===== src/rtl/brg_pkg.sv =====
package brg_pkg;
  // Control-to-datapath strobes
  typedef struct packed {
    logic clear;   // divider idle: force serial clock low, capture settings
    logic toggle;  // half-period complete: flip serial clock
  } brgCtrl_t;
endpackage


===== src/rtl/brg_datapath.sv =====
module brg_datapath
  import brg_pkg::*;
#(
  parameter int PRE_W  = 8,
  parameter int RATE_W = 8,
  localparam int HALF_W = PRE_W - 1
) (
  input  logic              clk,
  input  logic              rstN,
  input  brgCtrl_t          ctrl,
  input  logic [PRE_W-1:0]  prescaleIn,
  input  logic [RATE_W-1:0] rateIn,
  output logic [HALF_W-1:0] halfPreLim,
  output logic [RATE_W-1:0] rateLim,
  output logic              sclk,
  output logic              riseStrobe,
  output logic              fallStrobe
);
  logic [HALF_W-1:0] liveHalf;
  logic [HALF_W-1:0] heldHalf;
  logic [RATE_W-1:0] heldRate;
  logic              loadCfg;

  // Prescale/2 with LSB dropped; zero floors to one (prescale 2)
  always_comb begin
    liveHalf = prescaleIn[PRE_W-1:1];
    if (liveHalf == '0) liveHalf = HALF_W'(1);
  end

  // Settings refresh only while idle or at the falling edge ending a period
  assign loadCfg = ctrl.clear | (ctrl.toggle & sclk);

  always_ff @(posedge clk or negedge rstN) begin
    if (!rstN) begin
      heldHalf <= HALF_W'(1);
      heldRate <= '0;
    end else if (loadCfg) begin
      heldHalf <= liveHalf;
      heldRate <= rateIn;
    end
  end

  assign halfPreLim = heldHalf - HALF_W'(1);
  assign rateLim    = heldRate;

  always_ff @(posedge clk or negedge rstN) begin
    if (!rstN) begin
      sclk       <= 1'b0;
      riseStrobe <= 1'b0;
      fallStrobe <= 1'b0;
    end else if (ctrl.clear) begin
      sclk       <= 1'b0;
      riseStrobe <= 1'b0;
      fallStrobe <= 1'b0;
    end else begin
      riseStrobe <= ctrl.toggle & ~sclk;
      fallStrobe <= ctrl.toggle & sclk;
      if (ctrl.toggle) sclk <= ~sclk;
    end
  end
endmodule


===== src/rtl/brg_ctrl.sv =====
module brg_ctrl
  import brg_pkg::*;
#(
  parameter int PRE_W  = 8,
  parameter int RATE_W = 8,
  localparam int HALF_W = PRE_W - 1
) (
  input  logic              clk,
  input  logic              rstN,
  input  logic              enable,
  input  logic [HALF_W-1:0] halfPreLim,
  input  logic [RATE_W-1:0] rateLim,
  output brgCtrl_t          ctrl
);
  logic [HALF_W-1:0] preCnt;
  logic [RATE_W-1:0] rateCnt;
  logic              preEnd;
  logic              rateEnd;

  assign preEnd      = (preCnt == halfPreLim);
  assign rateEnd     = (rateCnt == rateLim);
  assign ctrl.clear  = ~enable;
  assign ctrl.toggle = enable & preEnd & rateEnd;

  // Stage one counts module clocks; stage two counts stage-one wraps
  always_ff @(posedge clk or negedge rstN) begin
    if (!rstN) begin
      preCnt  <= '0;
      rateCnt <= '0;
    end else if (!enable || ctrl.toggle) begin
      preCnt  <= '0;
      rateCnt <= '0;
    end else if (preEnd) begin
      preCnt  <= '0;
      rateCnt <= rateCnt + RATE_W'(1);
    end else begin
      preCnt  <= preCnt + HALF_W'(1);
    end
  end
endmodule


===== src/rtl/bit_rate_gen.sv =====
module bit_rate_gen
  import brg_pkg::*;
#(
  parameter int PRE_W  = 8,
  parameter int RATE_W = 8
) (
  input  logic              clk,
  input  logic              rstN,
  input  logic              enable,
  input  logic [PRE_W-1:0]  prescaleIn,
  input  logic [RATE_W-1:0] rateIn,
  output logic              sclk,
  output logic              riseStrobe,
  output logic              fallStrobe
);
  localparam int HALF_W = PRE_W - 1;

  brgCtrl_t          ctrl;
  logic [HALF_W-1:0] halfPreLim;
  logic [RATE_W-1:0] rateLim;

  brg_ctrl #(.PRE_W(PRE_W), .RATE_W(RATE_W)) ctrlBlk (
    .clk(clk), .rstN(rstN), .enable(enable),
    .halfPreLim(halfPreLim), .rateLim(rateLim), .ctrl(ctrl)
  );

  brg_datapath #(.PRE_W(PRE_W), .RATE_W(RATE_W)) dataBlk (
    .clk(clk), .rstN(rstN), .ctrl(ctrl),
    .prescaleIn(prescaleIn), .rateIn(rateIn),
    .halfPreLim(halfPreLim), .rateLim(rateLim),
    .sclk(sclk), .riseStrobe(riseStrobe), .fallStrobe(fallStrobe)
  );
endmodule


===== config.mk =====
export PLATFORM = sky130hd
export DESIGN_NAME = bit_rate_gen
export DESIGN_NICKNAME = d
export VERILOG_FILES = /design/src/rtl/brg_pkg.sv /design/src/rtl/brg_datapath.sv /design/src/rtl/brg_ctrl.sv /design/src/rtl/bit_rate_gen.sv
export SDC_FILE = /design/constraint.sdc
export NUM_CORES = 1
export LEC_CHECK = 0
export BUFFER_PORTS_ARGS = -buffer_cell sky130_fd_sc_hd__buf_2
export CORE_MARGIN = 4
export CORE_UTILIZATION = 49
export CTS_CLUSTER_DIAMETER = 50
export DETAILED_ROUTE_END_ITERATION = 10
export HOLD_SLACK_MARGIN = 0.03
export PLACE_DENSITY = 0.69
export SLEW_MARGIN = 5
export SYNTH_ARGS = -nofsm -noshare
export SYNTH_HDL_FRONTEND = slang
export SYNTH_HIERARCHICAL = 1
export SYNTH_SLANG_ARGS = --single-unit

===== constraint.sdc =====
create_clock -name clk -period 8.38 [get_ports clk]
set_input_delay 0.419 -clock clk [delete_from_list [all_inputs] [get_ports clk]]
set_output_delay 0.419 -clock clk [all_outputs]
set_load 0.005 [all_outputs]

==> results of run 1 <==
-- power by group through the flow --
| stage | logic, mW | registers, mW | clock network, mW |
|---|---|---|---|
| 5_1_grt | 0.0547 | 0.184 | 0.0995 |
| 4_1_cts | 0.0499 | 0.182 | 0.0924 |
| 3_3_place_gp | 0.0477 | 0.185 | 0 |
| 2_1_floorplan | 0.0390 | 0.182 | 0 |
| 3_5_place_dp | 0.0497 | 0.186 | 0 |
| 6_report | 0.0489 | 0.183 | 0.0892 |
-- worst paths after layout --
check                           slack (ns)                       startpoint  cells after the start                         endpoint
worst max-delay path                  5.35  dataBlk/heldHalf[0]$_DFFE_PN1P_                     10  dataBlk/heldHalf[6]$_DFFE_PN0P_
worst min-delay path                  0.14                             rstN                      1      ctrlBlk/preCnt[4]$_DFF_PN0_
worst max register to register        5.35  dataBlk/heldHalf[0]$_DFFE_PN1P_                     10  dataBlk/heldHalf[6]$_DFFE_PN0P_
worst min register to register        0.54   dataBlk/rateLim[6]$_DFFE_PN0P_                      1   dataBlk/rateLim[6]$_DFFE_PN0P_
max in group asynchronous             7.78                             rstN                      1  dataBlk/heldHalf[2]$_DFFE_PN0P_
min in group clk                      0.32                        rateIn[0]                      2   dataBlk/rateLim[0]$_DFFE_PN0P_
-- per-stage QoR --
| step | util (%) | total power, mW |
|---|---|---|
| floorplan | - | 0.221 |
| global placement | 55.1 | 0.232 |
| detailed placement | 55.1 | 0.235 |
| CTS | 56.7 | 0.325 |
| global route | 56.7 | 0.339 |
| finish | 56.7 | 0.321 |
-- worst max-delay path, stage by stage, from the launching register on --
cell and delay, ns:
dfstp_2 0.55, inv_1 0.09, ha_1 0.25, nand2_1 0.08, xnor2_1 0.13, xnor2_1 0.14
nand3_1 0.16, or3_1 0.53, nor3_2 0.40, a21oi_4 0.24, mux2_4 0.35
-- final cells by class --
cell class	count	area, µm²
fillers	309	1480
inverters	4	15.0
flip-flops and latches	33	827
clock buffers	7	55.1
multi-input cells	119	881
well taps	46	57.6
repair buffers	20	100
-- per-layer routing --
layer	up-vias	wire [µm]
met2	31	1450
met1	582	1410
met4	0	40
li1	603	-
met5	-	0
met3	5	178
-- logic make-up after synthesis --
kind of cell / share of synthesized area, %
compound gates: 6.04
xor+xnor: 13.4
fa+ha+maj: 2.13
buf+inv: 3.05
flops: 46.9
mux: 10.7
simple gates: 17.8
-- cell usage in the layout, fill, tap and decap left out, types with 2 or more instances in the layout --
cell type,n
and3_1,2
nand3b_1,2
a31oi_1,5
nand4b_1,2
nand3_1,14
ha_1,3
nor4_1,3
dfrtp_1,32
a21oi_1,3
mux2_2,6
clkbuf_4,5
xor2_1,12
nand2_1,15
buf_2,20
nor3_1,3
xnor2_1,13
nor2_1,14
mux2_4,8
inv_1,3
-- flip-flops by register name, summed over array words and instances (netlist names) --
name                flops
dataBlk/sclk            1
ctrlBlk/preCnt          7
dataBlk/riseStrobe      1
dataBlk/fallStrobe      1
dataBlk/rateLim         8
ctrlBlk/rateCnt         8
dataBlk/heldHalf        7
==> reports/summary.txt, run 1 <==
setup bufs post-CTS -> 0
Placed Area -> 1880 µm²
Net Sw Frac -> 26.5%
Logic pwr share -> 15.2%
Final Slew Violations -> 0
Clock Sink Count -> 33
Clock Path Buffers -> 2
Final TNS setup -> 0 ns
min Tclk post-route -> 3.03 ns
Cell Rows -> 21
largest net degree at the start of global routing -> 34
Placed Cells incl. Taps -> 222
Die Width -> 68.0 µm
Startpoint Class -> flip-flop
met1 Track Usage GR -> 19.5%
I/O Buffers -> 20
Psw -> 85.0 µW
DRT iter0 DRCs -> 53
post-route cell area -> 1940 µm²
synth warn -> 6
initial antenna violation count -> 0
register area share after synthesis -> 46.9%
Cell variety after synth -> 36
prevailing post-synth register cell -> dfrtp_1
Non-Filler Instances -> 229
ys async rst share -> 100%
first-pass GRT wire length -> 5440 µm
setup ws final -> 5.35 ns
Die Area -> 4620 µm²
CTS Hold Buffers Added -> 0
EDFF count, synth -> 0
min-delay worst type -> in2async
commonest cells in the netlist -> 32 x dfrtp_1, 15 x nand2_1, 14 x nand3_1, 14 x nor2_1, 13 x xnor2_1
GRT Overall Usage -> 15.8%
syn_nets -> 181
gate count after technology mapping -> 159
max frequency -> 330 MHz
maximum vdd ir drop -> 90.9 µV
nets -> 205
synthesized area -> 1760 µm²
worst slew pin tran -> 0.720 ns
Pwr Density -> 166 nW/µm²
GR Layer Usage met2 -> 25.9%
Max Cap Viol -> 0
TritonCTS buffer count -> 5
Slew headroom -> 52.0%
drt drc -> 0
post-CTS sizing -> 0
Place WS -> 5.33 ns
Top Usage Layer GRT -> met2
Yosys top cell by area -> dfrtp_1
RSZ-0062 raised after global routing -> no
worst hold slack -> 0.137 ns
Clock power frac -> 27.8%
Core ar. -> 3420 µm²
average cell area after synthesis -> 11.1 µm²
DRT Pass-1 Iters -> 6
Synth Register Bits -> 33
Vias/cell -> 5.33
Area Growth Syn to Fin -> 9.87%
leakage -> 0.864 nW
Internal -> 236 µW
Crit path arrival time -> 3.25 ns
Final ANT Viol Nets -> 0
GP Congestion -> 0.757
top-area cell type share of the netlist area -> 45.5%
period utilisation layout -> 36.2%
CTS clk-pin slew, worst paths -> 0.09 ns
Initial Util -> 51.6%
most numerous cell in the Yosys netlist -> dfrtp_1
worst skew pair latency -> 0.33 ns
final setup fails -> 0
WL/cell -> 13.4 µm
Layout Skew -> 0.00765 ns
dpl hpwl -> 2310 µm
IO Count -> 22
Area contributors post-synth -> dfrtp_1 45%, mux2_4 6.8%, xnor2_1 6.5%
vias after detailed routing -> 1221
CTS Root Buffer Type -> clkbuf_4
number of global-route vias before repair -> 1176
H-Tree Depth -> 2
Crit. End Element -> flip-flop
Worst Path Max Fanout -> 16
layout cell share with drive strength beyond 1 -> 26.2%
DRT Wirelength -> 3080 µm
Req. time, crit path -> 8.59 ns
DIE HEIGHT -> 68.0 µm
sequential power share -> 56.9%
Hold Violations, Final -> 0
run status -> finished clean
CTS tree -> done
M3 GR Usage -> 3.94%
diodes inserted -> 0
global route overflow -> 0
crit path kind -> reg2reg
No activity file was read; power rests on OpenSTA's default activity.
==> run 2, diff against run 1 <==
- clock period: 8.38 -> 2.97 ns (I/O delays scaled with it)
==> reports/summary.txt, run 2 (synthesized netlist as in run 1, its figures left out) <==
run status -> finished clean
Hold Violations, Final -> 0 (unchanged)
commonest non-fill, non-tap cell in the layout -> dfrtp_1
Area Growth Syn to Fin -> 12.4%
Pwr Density -> 459 nW/µm² (+180%)
Internal -> 668 µW (+180%)
Final Slew Violations -> 0 (unchanged)
layout cell share with drive strength beyond 1 -> 26.2% (-0.026 points)
Clock Sink Count -> 33 (unchanged)
CTS clk-pin slew, worst paths -> 0.09 ns (about the same)
CTS Root Buffer Type -> clkbuf_4
Psw -> 241 µW (+180%)
final setup fails -> 0 (unchanged)
drt drc -> 0 (unchanged)
number of global-route vias before repair -> 1208 (+2.7%)
Max Cap Viol -> 0 (unchanged)
initial antenna violation count -> 0 (unchanged)
IO Count -> 22 (unchanged)
worst skew pair latency -> 0.33 ns (about the same)
Startpoint Class -> flip-flop
dpl hpwl -> 2270 µm (-1.8%)
CTS tree -> done
fill cell count -> 307 (-0.65%)
sequential power share -> 56.6% (-0.3 points)
min-delay src -> rateIn[0]
Final Power -> 909 µW (+180%)
DRT iter0 DRCs -> 43 (-19%)
GP Congestion -> 0.790 (+4.4%)
Die Area -> 4620 µm² (unchanged)
Min-Delay Endpoint -> dataBlk/rateLim[0]$_DFFE_PN0P_
Placed Cells incl. Taps -> 223 (+0.45%)
setup bufs post-CTS -> 0 (unchanged)
critical path's slowest cell -> dfstp_2
cells along the critical path -> inv_1, ha_1, nand3_1, xnor2_1, xnor2_1, nand3_1, or3_1, nor3_4, a21oi_4, mux2_4
area of the multi-input gates -> 887 µm² (+0.71%)
DIE HEIGHT -> 68.0 µm (unchanged)
global route overflow -> 0 (unchanged)
worst slew pin tran -> 0.729 ns (+0.00815 ns)
first-pass GRT wire length -> 5290 µm (-2.7%)
R2R cell count -> 10 (unchanged)
RSZ-0062 raised after global routing -> no
Final ANT Viol Nets -> 0 (unchanged)
H-Tree Depth -> 2 (unchanged)
commonest cells after routing, fill and taps aside -> 32 x dfrtp_1, 20 x buf_2, 15 x nand2_1, 14 x nand3_1, 14 x nor2_1
r2r setup slk -> 0.22 ns (-5.13 ns)
DRT Pass-1 Iters -> 4 (-2)
I/O Buffers -> 20 (unchanged)
crit-path leading delay family -> simple AND/OR/NAND/NOR gates
Non-Filler Instances -> 233 (+1.7%)
Net Sw Frac -> 26.5% (about the same)
hold depth -> 2
CP Buf/Inv Count -> 1 (unchanged)
R2R Path End -> dataBlk/rateLim[3]$_DFFE_PN0P_
min-delay worst type -> in2reg
Vias/cell -> 5.39 (+1.0%)
Slew headroom -> 51.4% (-0.54 points)
maximum vdd ir drop -> 265 µV (+190%)
Worst Path Max Fanout -> 16 (unchanged)
Final TNS setup -> 0 ns (unchanged)
crit path kind -> reg2reg
GRT Overall Usage -> 15.5% (-0.32 points)
leakage -> 0.889 nW (+2.9%)
WL/cell -> 13.3 µm (-1.4%)
sequential cell area -> 827 µm² (unchanged)
max frequency -> 364 MHz (+10%)
Initial Util -> 51.6% (unchanged)
Clock power frac -> 27.9% (about the same)
vias after detailed routing -> 1255 (+2.8%)
largest net degree at the start of global routing -> 34 (unchanged)
diodes inserted -> 0 (unchanged)
Req. time, crit path -> 3.18 ns (-5.41 ns)
min Tclk post-route -> 2.75 ns (-0.284 ns)
DRT Wirelength -> 3090 µm (+0.36%)
Cell Rows -> 21 (unchanged)
worst stage delay on the critical path -> 0.55 ns (about the same)
Logic pwr share -> 15.6% (+0.4 points)
nets -> 209 (+2.0%)
Die Width -> 68.0 µm (unchanged)
Crit. End Element -> flip-flop
Worst R2R Start -> dataBlk/heldHalf[0]$_DFFE_PN1P_
Layout Skew -> 0.0151 ns (+0.00744 ns)
Crit path arrival time -> 2.96 ns (-0.29 ns)
TritonCTS buffer count -> 5 (unchanged)
Core ar. -> 3420 µm² (unchanged)
period utilisation layout -> 92.5% (+56 points)
Clock Path Buffers -> 2 (unchanged)
==> run 2: power groups by stage <==
stage               clock (mW)  sequential (mW)  combinational [mW]
floorplan                    0            0.513               0.110
global placement             0            0.521               0.136
detailed placement           0            0.523               0.141
CTS                      0.269            0.514               0.142
global route             0.291            0.520               0.161
finish                   0.253            0.514               0.142
==> run 2: what timing repair did <==
item                       in CTS  in global routing
hold endpoints to repair       32                  2
gates resized for setup         0                  1
setup endpoints to repair       0                 14
hold buffers                    1                  2
==> run 2: cell type report <==
| type | instances | area share, % |
|---|---|---|
| well taps | 46 | 2.91 |
| multi-input cells | 119 | 44.8 |
| flip-flops and latches | 33 | 41.8 |
| inverters | 4 | 0.759 |
| repair buffers | 24 | 6.95 |
| clock buffers | 7 | 2.78 |
==> run 2: metrics by stage <==
stage	area [µm²]	setup WS (ns)	util, %	hold WS, ns
floorplan	1760	0.185	-	-0.147
global placement	1890	0.200	55.3	0.239
detailed placement	1890	0.134	55.3	0.257
CTS	1950	0.113	57.2	0.0300
global route	1980	0.0432	57.9	0.0313
finish	1980	0.222	57.9	0.0533
==> run 2: how the worst max path moves through the flow <==
stage / start / endpoint / slack [ns] / cells after the start
global placement: dataBlk/heldHalf[0]$_DFFE_PN1P_ / dataBlk/rateLim[2]$_DFFE_PN0P_ / 0.20 / 10
detailed placement: dataBlk/heldHalf[0]$_DFFE_PN1P_ / dataBlk/rateLim[3]$_DFFE_PN0P_ / 0.13 / 10
floorplan: dataBlk/heldHalf[0]$_DFFE_PN1P_ / dataBlk/heldHalf[1]$_DFFE_PN0P_ / 0.18 / 12
finish: dataBlk/heldHalf[0]$_DFFE_PN1P_ / dataBlk/rateLim[3]$_DFFE_PN0P_ / 0.22 / 10
CTS: dataBlk/heldHalf[0]$_DFFE_PN1P_ / dataBlk/rateLim[3]$_DFFE_PN0P_ / 0.11 / 10
global route: dataBlk/heldHalf[0]$_DFFE_PN1P_ / dataBlk/heldHalf[6]$_DFFE_PN0P_ / 0.04 / 10
==> run 2: layer usage <==
metal | GRT usage [%] | part of all wire (%) | wire length (µm)
met5 | 0 | 0 | 0
met2 | 23.9 | 46 | 1420
met3 | 4.11 | 5.9 | 181
met1 | 20.1 | 47 | 1440
met4 | 7.44 | 1.7 | 54
==> run 3, diff against run 2 <==
- SYNTH_HIERARCHICAL: 1 -> not set
==> reports/summary.txt, run 3 <==
GRT Overall Usage -> 18.2% (+2.7 points)
IO Count -> 22 (unchanged)
GP Congestion -> 0.819 (+3.7%)
initial antenna violation count -> 0 (unchanged)
nets -> 209 (unchanged)
EDFF count, synth -> 0 (unchanged)
most numerous cell in the Yosys netlist -> dfrtp_1
Place WS -> 0.223 ns (+0.0889 ns)
DRT Wirelength -> 3460 µm (+12%)
run status -> finished clean
Clock Sink Count -> 33 (unchanged)
prevailing post-synth register cell -> dfrtp_1
period utilisation layout -> 92.4% (-0.12 points)
H-Tree Depth -> 2 (unchanged)
min-delay worst type -> in2reg
WL/cell -> 14.8 µm (+12%)
Req. time, crit path -> 3.18 ns (about the same)
maximum vdd ir drop -> 366 µV (+38%)
CTS Hold Buffers Added -> 1 (unchanged)
vias after detailed routing -> 1266 (+0.88%)
average cell area after synthesis -> 11.4 µm² (+3.1%)
max frequency -> 364 MHz (+0.13%)
global route overflow -> 0 (unchanged)
post-route cell area -> 2080 µm² (+5.2%)
CTS tree -> done
Area Growth Syn to Fin -> 14.6%
gate count after technology mapping -> 159 (unchanged)
Pwr Density -> 503 nW/µm² (+9.4%)
DRT iter0 DRCs -> 59 (+37%)
post-CTS sizing -> 0 (unchanged)
ys async rst share -> 100% (unchanged)
first-pass GRT wire length -> 6170 µm (+17%)
Hold Violations, Final -> 0 (unchanged)
Final Util -> 60.0% (+2.1 points)
setup ws final -> 0.225 ns (+0.00370 ns)
Crit. End Element -> flip-flop
DRT Pass-1 Iters -> 4 (unchanged)
worst skew pair latency -> 0.29 ns (-0.04 ns)
leakage -> 0.900 nW (+1.3%)
RSZ-0062 raised after global routing -> no
dpl hpwl -> 2540 µm (+12%)
TritonCTS buffer count -> 5 (unchanged)
DIE HEIGHT -> 68.9 µm (+1.4%)
largest net degree at the start of global routing -> 34 (unchanged)
Layout Skew -> 0.00731 ns (-0.00778 ns)
diodes inserted -> 0 (unchanged)
Clock Path Buffers -> 2 (unchanged)
commonest non-fill, non-tap cell in the layout -> dfrtp_1
Max Cap Viol -> 0 (unchanged)
Cell Rows -> 21 (unchanged)
synth warn -> 0 (-6)
Synth Register Bits -> 33 (unchanged)
Cell variety after synth -> 41 (+14%)
Yosys top cell by area -> dfrtp_1
top-area cell type share of the netlist area -> 44.1% (-1.4 points)
Die Width -> 68.9 µm (+1.4%)
Final Slew Violations -> 0 (unchanged)
Slew headroom -> 50.6% (-0.80 points)
Placed Area -> 1970 µm² (+4.4%)
Vias/cell -> 5.41 (+0.45%)
Final Power -> 1.05 mW (+15%)
Die Area -> 4750 µm² (+2.8%)
number of global-route vias before repair -> 1334 (+10%)
layout cell share with drive strength beyond 1 -> 28.2% (+2.0 points)
Area contributors post-synth -> dfrtp_1 44%, xnor2_1 7.7%, mux2_4 7.4%
min Tclk post-route -> 2.74 ns (-0.00370 ns)
commonest cells in the netlist -> 32 x dfrtp_1, 16 x xnor2_1, 12 x nand2_1, 12 x nor2_1, 9 x mux2_4
Core ar. -> 3470 µm² (+1.5%)
crit path kind -> reg2reg
final setup fails -> 0 (unchanged)
CTS clk-pin slew, worst paths -> 0.07 ns (-0.02 ns)
drt drc -> 0 (unchanged)
Initial Util -> 52.4% (+0.81 points)
setup bufs post-CTS -> 0 (unchanged)
commonest cells after routing, fill and taps aside -> 32 x dfrtp_1, 20 x buf_2, 16 x xnor2_1, 12 x nand2_1, 12 x nor2_1
synthesized area -> 1820 µm² (+3.1%)
I/O Buffers -> 20 (unchanged)
syn_nets -> 181 (unchanged)
Crit path arrival time -> 2.96 ns (about the same)
Final ANT Viol Nets -> 0 (unchanged)
Worst Path Max Fanout -> 10 (-6)
Startpoint Class -> flip-flop
register area share after synthesis -> 45.5% (-1.4 points)
Final TNS setup -> 0 ns (unchanged)
CTS Root Buffer Type -> clkbuf_8
worst slew pin tran -> 0.741 ns (+0.0120 ns)
==> run 3: cell count changes in the layout (fill, tap and decap cells not counted), sizes merged, moves of 3 or more <==
cell	change
or3	+3
nand3	-7
a31oi	-5
o21ai	+5
xor2	-5
a21oi	+3
nand2	-4
==> run 3: final cells by class <==
class / count / area [µm²]
inverters: 5 / 18.8
clock inverters: 1 / 5.00
flip-flops and latches: 33 / 827
fillers: 294 / 1390
multi-input cells: 119 / 940
repair buffers: 23 / 138
well taps: 46 / 57.6
clock buffers: 7 / 96.3
==> run 3: metrics by stage <==
step                hold slack [ns]  cells
floorplan                    -0.147    159
global placement              0.239    225
detailed placement            0.256    225
CTS                          0.0807    234
global route                 0.0860    234
finish                       0.0888    234
==> run 3: critical path: stages, from the launching register on <==
cell	delay, ns
dfstp_2	0.57
inv_1	0.07
ha_1	0.25
xor2_1	0.16
o22a_1	0.23
a2111oi_4	0.40
buf_4	0.20
o22ai_4	0.10
or4_1	0.54
a21oi_1	0.15
==> run 3: logic make-up (layout without fill, tap and decap cells) <==
kind of cell,after synthesis,after routing,synth area share (%)
mux,15,15,11.1
xor+xnor,23,23,11.1
flops,33,33,45.5
simple gates,54,54,16.7
compound gates,24,24,10.8
buf+inv,7,36,2.75
fa+ha+maj,3,3,2.07
==> run 3: per-layer routing <==
layer	routed length [µm]	global-route usage [%]
met1	1520	21.7
met2	1720	30.1
met3	148	4.86
met4	82	9.00
met5	0	0
==> run 3: path summary, 6_finish.rpt <==
check / startpoint / depth (start not counted) / slack [ns] / end
worst max-delay path: dataBlk.heldHalf[0]$_DFFE_PN1P_ / 9 / 0.23 / ctrlBlk.rateCnt[6]$_DFFE_PN0P_
worst min-delay path: rateIn[7] / 2 / 0.09 / dataBlk.rateLim[7]$_DFFE_PN0P_
worst max register to register: dataBlk.heldHalf[0]$_DFFE_PN1P_ / 9 / 0.23 / ctrlBlk.rateCnt[6]$_DFFE_PN0P_
worst min register to register: dataBlk.sclk$_DFFE_PN0P_ / 1 / 0.51 / dataBlk.riseStrobe$_DFF_PN0_
max in group asynchronous: rstN / 2 / 2.03 / dataBlk.riseStrobe$_DFF_PN0_
min in group asynchronous: rstN / 2 / 0.46 / dataBlk.heldHalf[3]$_DFFE_PN0P_
==> run 3: report_power, final <==
part	switching [mW]	internal, mW	total, mW	leakage (nW)
Sequential	0.0348	0.479	0.514	0.423
Combinational	0.0771	0.0863	0.163	0.424
Clock	0.160	0.209	0.369	0.0542
